==> src/rtl/rxbuf_pkg.sv <==
package rxbuf_pkg;
  localparam int DATA_W  = 8;
  localparam int ERR_W   = 4;
  localparam int ENTRY_W = DATA_W + ERR_W;
  // condition bit positions inside the error field
  localparam int ERR_FRM = 0;
  localparam int ERR_PAR = 1;
  localparam int ERR_BRK = 2;
  localparam int ERR_OVR = 3;

  typedef enum logic {MODE_HOLD = 1'b0, MODE_FIFO = 1'b1} depth_mode_e;

  function automatic logic [ENTRY_W-1:0] brk_entry();
    logic [ERR_W-1:0] e;
    e = '0;
    e[ERR_BRK] = 1'b1;
    return {e, {DATA_W{1'b0}}};
  endfunction
endpackage

==> src/rtl/rxbuf_src_sel.sv <==
module rxbuf_src_sel
  import rxbuf_pkg::*;
(
  input  logic               loop_en_i,
  input  logic               rx_valid_i,
  input  logic [DATA_W-1:0]  rx_data_i,
  input  logic [ERR_W-1:0]   rx_err_i,
  input  logic               lb_valid_i,
  input  logic [DATA_W-1:0]  lb_data_i,
  input  logic               lb_brk_i,
  output logic               wr_valid_o,
  output logic [ENTRY_W-1:0] wr_entry_o
);
  always_comb begin
    if (loop_en_i) begin
      wr_valid_o = lb_valid_i | lb_brk_i;
      wr_entry_o = lb_brk_i ? brk_entry() : {{ERR_W{1'b0}}, lb_data_i};
    end else begin
      wr_valid_o = rx_valid_i;
      wr_entry_o = {rx_err_i, rx_data_i};
    end
  end
endmodule

==> src/rtl/rxbuf_store.sv <==
module rxbuf_store #(
  parameter  int ENTRY_W = 12,
  parameter  int DEPTH   = 16,
  localparam int PTR_W   = $clog2(DEPTH),
  localparam int CNT_W   = $clog2(DEPTH + 1)
) (
  input  logic               clk_i,
  input  logic               rst_ni,
  input  logic               fifo_en_i,
  input  logic               flush_i,
  input  logic               wr_i,
  input  logic [ENTRY_W-1:0] wr_entry_i,
  input  logic               rd_i,
  output logic [ENTRY_W-1:0] rd_entry_o,
  output logic [CNT_W-1:0]   cnt_o,
  output logic [CNT_W-1:0]   cnt_nxt_o,
  output logic               wr_ok_o,
  output logic               ready_o
);
  localparam logic [PTR_W-1:0] FULL_MASK = PTR_W'(DEPTH - 1);

  logic [PTR_W-1:0]   rd_ptr_q, rd_ptr_d, mask, wr_idx;
  logic [CNT_W-1:0]   cnt_q, eff_depth;
  logic               rd_ok;
  logic [ENTRY_W-1:0] slot_w [DEPTH];

  assign mask      = fifo_en_i ? FULL_MASK : '0;
  assign eff_depth = fifo_en_i ? CNT_W'(DEPTH) : CNT_W'(1);
  assign ready_o   = (cnt_q != eff_depth);
  assign wr_idx    = (rd_ptr_q + cnt_q[PTR_W-1:0]) & mask;
  assign wr_ok_o   = wr_i & ready_o & ~flush_i;
  assign rd_ok     = rd_i & ~flush_i & (cnt_q != '0);

  always_comb begin
    if (flush_i) begin
      cnt_nxt_o = '0;
      rd_ptr_d  = '0;
    end else begin
      cnt_nxt_o = cnt_q + CNT_W'(wr_ok_o) - CNT_W'(rd_ok);
      rd_ptr_d  = rd_ok ? ((rd_ptr_q + PTR_W'(1)) & mask) : rd_ptr_q;
    end
  end

  always_ff @(posedge clk_i or negedge rst_ni) begin
    if (!rst_ni) begin
      cnt_q    <= '0;
      rd_ptr_q <= '0;
    end else begin
      cnt_q    <= cnt_nxt_o;
      rd_ptr_q <= rd_ptr_d;
    end
  end

  for (genvar g = 0; g < DEPTH; g++) begin : g_slot
    logic [ENTRY_W-1:0] slot_q;
    always_ff @(posedge clk_i or negedge rst_ni) begin
      if (!rst_ni)                                  slot_q <= '0;
      else if (wr_ok_o && wr_idx == PTR_W'(g))      slot_q <= wr_entry_i;
    end
    assign slot_w[g] = slot_q;
  end

  assign rd_entry_o = slot_w[rd_ptr_q];
  assign cnt_o      = cnt_q;

  // count never exceeds the physical depth
  p_count_bound_r2: assert property (@(posedge clk_i) disable iff (!rst_ni)
    cnt_q <= CNT_W'(DEPTH));
  // a write while full with no read leaves the count alone
  p_no_overflow_r3: assert property (@(posedge clk_i) disable iff (!rst_ni)
    (!ready_o && wr_i && !rd_i && !flush_i) |=> $stable(cnt_q));
  // read while empty does not move the pointer
  p_empty_read_r5: assert property (@(posedge clk_i) disable iff (!rst_ni)
    (rd_i && cnt_q == '0 && !flush_i) |=> $stable(rd_ptr_q));
  // flush empties the buffer
  p_flush_r7: assert property (@(posedge clk_i) disable iff (!rst_ni)
    flush_i |=> (cnt_q == '0 && rd_ptr_q == '0));
endmodule

==> src/rtl/rxbuf_flags.sv <==
module rxbuf_flags #(
  parameter int DEPTH    = 16,
  parameter int TRIG_LVL = 1,
  parameter int CNT_W    = 5
) (
  input  logic             clk_i,
  input  logic             rst_ni,
  input  logic             fifo_en_i,
  input  logic             flush_i,
  input  logic             wr_ok_i,
  input  logic             rd_i,
  input  logic [CNT_W-1:0] cnt_nxt_i,
  output logic             empty_o,
  output logic             full_o,
  output logic             irq_o
);
  localparam logic [CNT_W-1:0] TRIG    = CNT_W'(TRIG_LVL);
  localparam logic [CNT_W-1:0] TRIG_M1 = CNT_W'(TRIG_LVL - 1);

  logic [CNT_W-1:0] eff_depth;
  assign eff_depth = fifo_en_i ? CNT_W'(DEPTH) : CNT_W'(1);

  always_ff @(posedge clk_i or negedge rst_ni) begin
    if (!rst_ni) begin
      empty_o <= 1'b1;
      full_o  <= 1'b0;
      irq_o   <= 1'b0;
    end else begin
      empty_o <= flush_i | (cnt_nxt_i == '0);
      full_o  <= ~flush_i & (cnt_nxt_i == eff_depth);
      // hysteresis: set on reaching trigger by a write, clear on dropping below by a read
      if (wr_ok_i && cnt_nxt_i == TRIG)                   irq_o <= 1'b1;
      else if (rd_i && !flush_i && cnt_nxt_i == TRIG_M1)  irq_o <= 1'b0;
    end
  end

  p_flag_excl_r2: assert property (@(posedge clk_i) disable iff (!rst_ni)
    !(empty_o && full_o));
  p_irq_rise_r6: assert property (@(posedge clk_i) disable iff (!rst_ni)
    $rose(irq_o) |-> $past(wr_ok_i));
  p_irq_fall_r6: assert property (@(posedge clk_i) disable iff (!rst_ni)
    $fell(irq_o) |-> $past(rd_i && !flush_i));
  p_flush_flags_r7: assert property (@(posedge clk_i) disable iff (!rst_ni)
    flush_i |=> (empty_o && !full_o));
endmodule

==> src/rtl/uart_rx_buffer.sv <==
module uart_rx_buffer
  import rxbuf_pkg::*;
#(
  parameter int DEPTH    = 16,
  parameter int TRIG_LVL = 1
) (
  input  logic               clk_i,
  input  logic               rst_ni,
  input  logic               fifo_en_i,
  input  logic               loop_en_i,
  input  logic               rx_valid_i,
  input  logic [DATA_W-1:0]  rx_data_i,
  input  logic [ERR_W-1:0]   rx_err_i,
  input  logic               lb_valid_i,
  input  logic [DATA_W-1:0]  lb_data_i,
  input  logic               lb_brk_i,
  output logic               push_ready_o,
  input  logic               pop_i,
  output logic [ENTRY_W-1:0] pop_data_o,
  input  logic               status_clr_i,
  output logic [ERR_W-1:0]   status_o,
  output logic               empty_o,
  output logic               full_o,
  output logic               rx_irq_o
);
  localparam int CNT_W = $clog2(DEPTH + 1);

  depth_mode_e        mode_q, mode_d;
  logic               flush;
  logic               wr_valid, wr_ok;
  logic [ENTRY_W-1:0] wr_entry;
  logic [CNT_W-1:0]   cnt, cnt_nxt;
  logic [ERR_W-1:0]   status_q;

  assign mode_d = fifo_en_i ? MODE_FIFO : MODE_HOLD;
  assign flush  = (mode_d != mode_q);

  always_ff @(posedge clk_i or negedge rst_ni) begin
    if (!rst_ni) mode_q <= MODE_HOLD;
    else         mode_q <= mode_d;
  end

  rxbuf_src_sel u_src (
    .loop_en_i  (loop_en_i),
    .rx_valid_i (rx_valid_i),
    .rx_data_i  (rx_data_i),
    .rx_err_i   (rx_err_i),
    .lb_valid_i (lb_valid_i),
    .lb_data_i  (lb_data_i),
    .lb_brk_i   (lb_brk_i),
    .wr_valid_o (wr_valid),
    .wr_entry_o (wr_entry)
  );

  rxbuf_store #(.ENTRY_W(ENTRY_W), .DEPTH(DEPTH)) u_store (
    .clk_i      (clk_i),
    .rst_ni     (rst_ni),
    .fifo_en_i  (fifo_en_i),
    .flush_i    (flush),
    .wr_i       (wr_valid),
    .wr_entry_i (wr_entry),
    .rd_i       (pop_i),
    .rd_entry_o (pop_data_o),
    .cnt_o      (cnt),
    .cnt_nxt_o  (cnt_nxt),
    .wr_ok_o    (wr_ok),
    .ready_o    (push_ready_o)
  );

  rxbuf_flags #(.DEPTH(DEPTH), .TRIG_LVL(TRIG_LVL), .CNT_W(CNT_W)) u_flags (
    .clk_i     (clk_i),
    .rst_ni    (rst_ni),
    .fifo_en_i (fifo_en_i),
    .flush_i   (flush),
    .wr_ok_i   (wr_ok),
    .rd_i      (pop_i),
    .cnt_nxt_i (cnt_nxt),
    .empty_o   (empty_o),
    .full_o    (full_o),
    .irq_o     (rx_irq_o)
  );

  always_ff @(posedge clk_i or negedge rst_ni) begin
    if (!rst_ni)                  status_q <= '0;
    else if (status_clr_i)        status_q <= '0;
    else if (pop_i && !flush)     status_q <= pop_data_o[ENTRY_W-1:DATA_W];
  end
  assign status_o = status_q;

  p_status_clr_r8: assert property (@(posedge clk_i) disable iff (!rst_ni)
    status_clr_i |=> (status_o == '0));
  p_status_load_r8: assert property (@(posedge clk_i) disable iff (!rst_ni)
    (pop_i && !flush && !status_clr_i) |=> (status_o == $past(pop_data_o[ENTRY_W-1:DATA_W])));
  // receiver activity alone cannot grow the buffer in loopback
  p_loop_ignore_r9: assert property (@(posedge clk_i) disable iff (!rst_ni)
    (loop_en_i && !lb_valid_i && !lb_brk_i) |=> (cnt <= $past(cnt)));
endmodule

==> config.mk <==
export PLATFORM = sky130hd
export DESIGN_NAME = uart_rx_buffer
export DESIGN_NICKNAME = d
export VERILOG_FILES = /design/src/rtl/rxbuf_pkg.sv /design/src/rtl/rxbuf_src_sel.sv /design/src/rtl/rxbuf_store.sv /design/src/rtl/rxbuf_flags.sv /design/src/rtl/uart_rx_buffer.sv
export SDC_FILE = /design/constraint.sdc
export NUM_CORES = 1
export LEC_CHECK = 0
export BUFFER_PORTS_ARGS = -buffer_cell sky130_fd_sc_hd__buf_2
export CAP_MARGIN = 0
export CORE_ASPECT_RATIO = 0.9
export CORE_MARGIN = 1.5
export CORE_UTILIZATION = 39
export CTS_CLUSTER_DIAMETER = 150
export DETAILED_ROUTE_END_ITERATION = 16
export GPL_TIMING_DRIVEN = 0
export RECOVER_POWER = 25
export SKIP_CTS_REPAIR_TIMING = 1
export SYNTH_ARGS = -nofsm -noshare
export SYNTH_HDL_FRONTEND = slang
export SYNTH_SLANG_ARGS = --single-unit
==> constraint.sdc <==
create_clock -name clk_i -period 4.8 [get_ports clk_i]
set_clock_uncertainty 0.05 [all_clocks]
set_input_delay 0.96 -clock clk_i [delete_from_list [all_inputs] [get_ports clk_i]]
set_output_delay 0.96 -clock clk_i [all_outputs]
set_load 0.005 [all_outputs]
Word level (Yosys, flattened, before mapping). Index checks and enable logic that the tools add are counted.

Add/subtract/negate cells: 4. $lt $le $gt $ge: 1. Equality and inequality tests: 19. Multiplexer cells: 16. Bitwise operators: 11. Reduce and logical (&&, ||, !) cells: 26.

Operators by type and width (number): $bmux W12 S4 (1); $mux W12 (3); $eq A4 B4 Y1 const B (8); $mux W4 (5); $logic_and A1 B1 Y1 (19); $eq A4 B3 Y1 const B (4); $mux W11 (1); $mux W5 (2); $and A4 B4 Y4 (2); $eq A4 B2 Y1 const B (2); $reduce_bool A2 Y1 (3); $add A5 B1 Y5 (1); $and A1 B1 Y1 (5); $eq A5 B1 Y1 const B (1); $eq A5 B5 Y1 (1); $ge A5 B5 Y1 const B (1); $logic_not A5 Y1 (1); $ne A5 B5 Y1 (1); $not A4 Y5 (1); $reduce_bool A5 Y1 (1); $sub A5 B1 Y5 (1); $add A4 B1 Y4 const B (1); $add A4 B4 Y4 (1); $eq A4 B1 Y1 const B (1); other kinds (6) (10).

Register bits after elaboration: 209. Output and inout port bits: 20. Logic and storage cells: 100.

Logic depth before layout (Yosys ltp).
Depth after elaboration: 11. Gate-level depth with buffers: 16. Gate-level depth less buffers: 16.

Hierarchy. From an unflattened synthesis, not the netlist that was laid out.

Cells, all modules: 756. Area total of the unflattened synthesis: 10467.5 sq um.

By module, submodules not included: rxbuf_store (times used 1, cells each 702, area each 9963.3 sq um, seq. area each 5029.8 sq um); uart_rx_buffer (times used 1, cells each 20, area each 209.0 sq um, seq. area each 125.1 sq um); rxbuf_flags (times used 1, cells each 15, area each 148.9 sq um, seq. area each 76.3 sq um); rxbuf_src_sel (times used 1, cells each 19, area each 146.4 sq um, seq. area each 0.0 sq um).

Least setup slack after synthesis. OpenSTA, ideal clock, no wires.

Path type: in2reg. Start: in fifo_en_i. End: reg u_flags.full_o. Setup time: 0.077 ns. Arrival time: 3.562 ns. Required time: 4.673 ns. Setup slack: 1.111 ns. Stages on the path: 14. Path through: or3b_2 a21o_1 and2_1 inv_1 ha_1 inv_1 ha_1 inv_1 fa_1 nand2b_1 a21oi_1 xnor2_1 or3_1 a21oi_1.

Longest elaborated chain between the ends: 9.

Ends and longest elaborated chain: start, declared (RTL line uart_rx_buffer.sv:9) `input logic fifo_en_i,`; $mux W5 (RTL line rxbuf_store.sv:28) `assign eff_depth = fifo_en_i ? CNT_W'(DEPTH) : CNT_W'(1);`; $ne A5 B5 Y1 (RTL line rxbuf_store.sv:29) `assign ready_o = (cnt_q != eff_depth);`; net push_ready_o (RTL line uart_rx_buffer.sv:17) `output logic push_ready_o,`; $and A1 B1 Y1 (2 in series) (RTL line rxbuf_store.sv:31) `assign wr_ok_o = wr_i & ready_o & ~flush_i;`; $add A5 B1 Y5 (RTL line rxbuf_store.sv:39) `cnt_nxt_o = cnt_q + CNT_W'(wr_ok_o) - CNT_W'(rd_ok);`; $sub A5 B1 Y5 (RTL line rxbuf_store.sv:39); $mux W5 (RTL line rxbuf_store.sv:35) `if (flush_i) begin`; $eq A5 B5 Y1 (RTL line rxbuf_flags.sv:30) `full_o <= ~flush_i & (cnt_nxt_i == eff_depth);`; $and A1 B1 Y1 (RTL line rxbuf_flags.sv:30); end signal, assigned (RTL line rxbuf_flags.sv:30); end, declared (RTL line rxbuf_flags.sv:14) `output logic full_o,`.

The timed path passes the listed nets, and every way through them passes these cells. A chain may end at the register's enable or synchronous reset.

Worst setup path after layout.
Start: reg u_store.rd_ptr_q[0]. End: out pop_data_o[7].

Longest elaborated chain between the ends: 4.

Ends and longest elaborated chain: start, declared (RTL line rxbuf_store.sv:22) `logic [PTR_W-1:0] rd_ptr_q, rd_ptr_d, mask, wr_idx;`; start signal, assigned (RTL line rxbuf_store.sv:50) `rd_ptr_q <= rd_ptr_d;`; $not A4 Y5 (not written as such) (RTL line rxbuf_store.sv:63) `assign rd_entry_o = slot_w[rd_ptr_q];`; $bmux W12 S4 (RTL line rxbuf_store.sv:63); $mux W12 (not written as such) (2 in series) (RTL line rxbuf_store.sv:63); end, declared (RTL line uart_rx_buffer.sv:19) `output logic [ENTRY_W-1:0] pop_data_o,`.

Every way passes these cells. The select of a mux whose other input is x is not followed.

==> run metrics <==
CP required 3.79 ns; Gate Count Post-Synth a little under 700; initial antenna violation count 0; initial core utilization 0.397; number of fill cells roughly 2200; slowest CP cell clkbuf_1; CP startpoint kind flip-flop; Post-synth ARST share 1.00; count leader, synth dfrtp_1; Post-synth EDFFs 0; Synth Register Bits ~210; Pleak approximately 5.4 nW; Final Power between 0.005 and 0.006 W; sequential area share after synthesis 0.524; DP Wirelength ~16000 um; CP top delay family buffers and inverters; # nets final just under 800; power per cell area 519 nW/um^2; Buffers & Inverters on Critical Path 3; initial DRC count approximately 330; Relative slew margins -0.405; Syn Area/Cell 14.8 um^2; DR pass1 iterations 4; Synth top cells by count 208 x dfrtp_1, 194 x mux2_2, 56 x mux4_2, 25 x clkbuf_1, 21 x inv_1; Final Cycle Share 0.896; Distinct cells, synth 41; hold_sp u_store.g_slot[10].slot_q[6]; total CTS buffers 23; Clock transition at path regs 0.06 ns; worst r2r src u_store.rd_ptr_q[1]; fin util 0.456; n_diodes 0; share of post-route cells with drive strength above 1 0.478; final hold violations 0; chip height between 150 and 200 um; Final Slew Violations ~210; GRT Total Usage 0.197; Core Region around 25000 um^2; vias in the first global route 6544; first-pass GRT wire length between 30000 and 40000 um; Critical Path Max Stage Delay between 0.7 and 0.8 ns; clk_lat worst skew slightly above 0.5 ns; Worst IR Drop VDD roughly 0.27 mV; IO buf count between 40 and 50; total gr overflow 0; Slew @ Worst Pin approximately 2.1 ns; endpoints failing setup 0; DR WL/cell roughly 22 um; Placed Cells approximately 1100; status finished, violations left; die width approximately 170 um; post-route ant nets 0; Root Driver clkbuf_16; syn_nets just over 700; post-synthesis instance area 9980 um^2; setup TNS 0 ns; Synth area leaders dfrtp_1 52%, mux2_2 22%, mux4_2 13%, ha_1 1.3%, clkbuf_1 0.94%; total of warnings raised by yosys 0; f_max ~0.23 GHz; Critical Path AT roughly 3.3 ns; CP Launch Point u_store.rd_ptr_q[0]; Yosys top cell area share 0.522; clock buffer depth 3; # IOs 49; CTS tree done; crit end category primary output; FP Rows 55; Setup CP Type flip-flop to primary output; Hold WC Path Type flip-flop to flip-flop; WL final 24700 um; violated checks capacitance limit, slew limit; Synth area leader dfrtp_1; pin count of the biggest net entering global routing between 100 and 150; GPL Wtd Cong 0.782; Max-Cap Viols 2; Critical Path Fanout Max 10; final hold slack 0.450 ns; vias per cell approximately 5.4; DRC errors left 0; Cell Chain, Critical Path clkbuf_1 > clkbuf_1 > mux4_2 > mux4_2 > buf_2; area growth from synthesis to layout 14.7%; Final Critical Period approximately 4.3 ns; CTS H-tree depth 1; Die ar. ~27000 um^2; clock tree sinks around 210; RSZ-0062 raised after global routing false; DR vias 5960; Synth Flop Type dfrtp_1; final non-filler cell total 1105
## final cells by class
| cell class | count | area [um^2] | area share |
|---|---|---|---|
| clock inverters | 9 | 124 | 0.0108 |
| plain buffers | 47 | 236 | 0.0207 |
| clock buffers | 32 | 669 | 0.0585 |
| repair buffers | 49 | 246 | 0.0215 |
| flip-flops and latches | 209 | 5230 | 0.457 |
| multi-input cells | 396 | 4430 | 0.387 |
| well taps | 342 | 428 | 0.0374 |
| inverters | 21 | 78.8 | 0.00689 |
## path summary, 6_finish.rpt
kind / endpoint / slack, ns / cells past startpoint
worst max register to register: u_store.g_slot[11].slot_q[6] / 0.88 / 8
worst max-delay path: pop_data_o[7] / 0.50 / 5
worst min-delay path: u_store.g_slot[10].slot_q[6] / 0.45 / 1
min in group asynchronous: u_flags.irq_o / 1.01 / 1
max in group asynchronous: u_store.g_slot[7].slot_q[0] / 0.90 / 2
worst min register to register: u_store.g_slot[10].slot_q[6] / 0.45 / 1
## where the power goes
part | internal [W] | switching (W)
Clock | 0.00113 | 0.000713
Sequential | 0.00222 | 0.000237
Combinational | 0.000906 | 0.000734
Total | 0.00426 | 0.00168
## metal layers
metal | share of wire | GRT usage | wire [um] | vias to the layer above
met5 | 0 | 0 | 0 | -
met4 | 0.023 | 0.0480 | 561 | 0
met3 | 0.050 | 0.0340 | 1240 | 43
met2 | 0.49 | 0.329 | 12100 | 129
met1 | 0.44 | 0.266 | 10700 | 3165
li1 | - | - | - | 2623
## placed cells by master, fill, tap and decap left out, drive strengths merged, types with 8 or more instances in the layout
cell and n:
nor2b 8, inv 22, buf 68, clkbuf 60, mux2 194, mux4 56
nand2 19, o21ai 11, ha 10, dfrtp 208, nor2 17, nand3 11
## per-stage QoR
stage | area [um^2] | setup WS, ns
after floorplan | 9980 | 1.11
after global placement | 10600 | -0.568
after detailed placement | 10700 | 0.628
after CTS | 11500 | 0.470
after global routing | 11400 | 0.189
final | 11400 | 0.498
## worst reg2reg max path: stages, from the launching register on
cell      delay [ns]
dfrtp_1         0.38
clkbuf_1        0.49
clkbuf_1        0.44
inv_1           0.11
fa_1            0.51
or3_1           0.38
nor3_1          0.53
buf_2           0.51
mux2_2          0.40
## registers in the layout, summed over array words and instances (netlist names)
register	count
u_store.g_slot.slot_q	192
u_store.cnt_o	5
status_o	4
u_store.rd_ptr_q	4
mode_q	1
u_flags.empty_o	1
u_flags.full_o	1
u_flags.irq_o	1
## cell families (layout without fill, tap and decap cells)
logic type,Yosys count,after routing,share of synthesized area
muxes,254,254,0.349
AOI/OAI and AO/OA,33,33,0.0228
adders and majority gates,12,12,0.0166
buffers and inverters,68,158,0.0316
and+or+nand+nor,87,87,0.0466
DFF,209,209,0.524
xor gates and xnor gates,10,10,0.00878
Power figures use the tool's default switching activity.
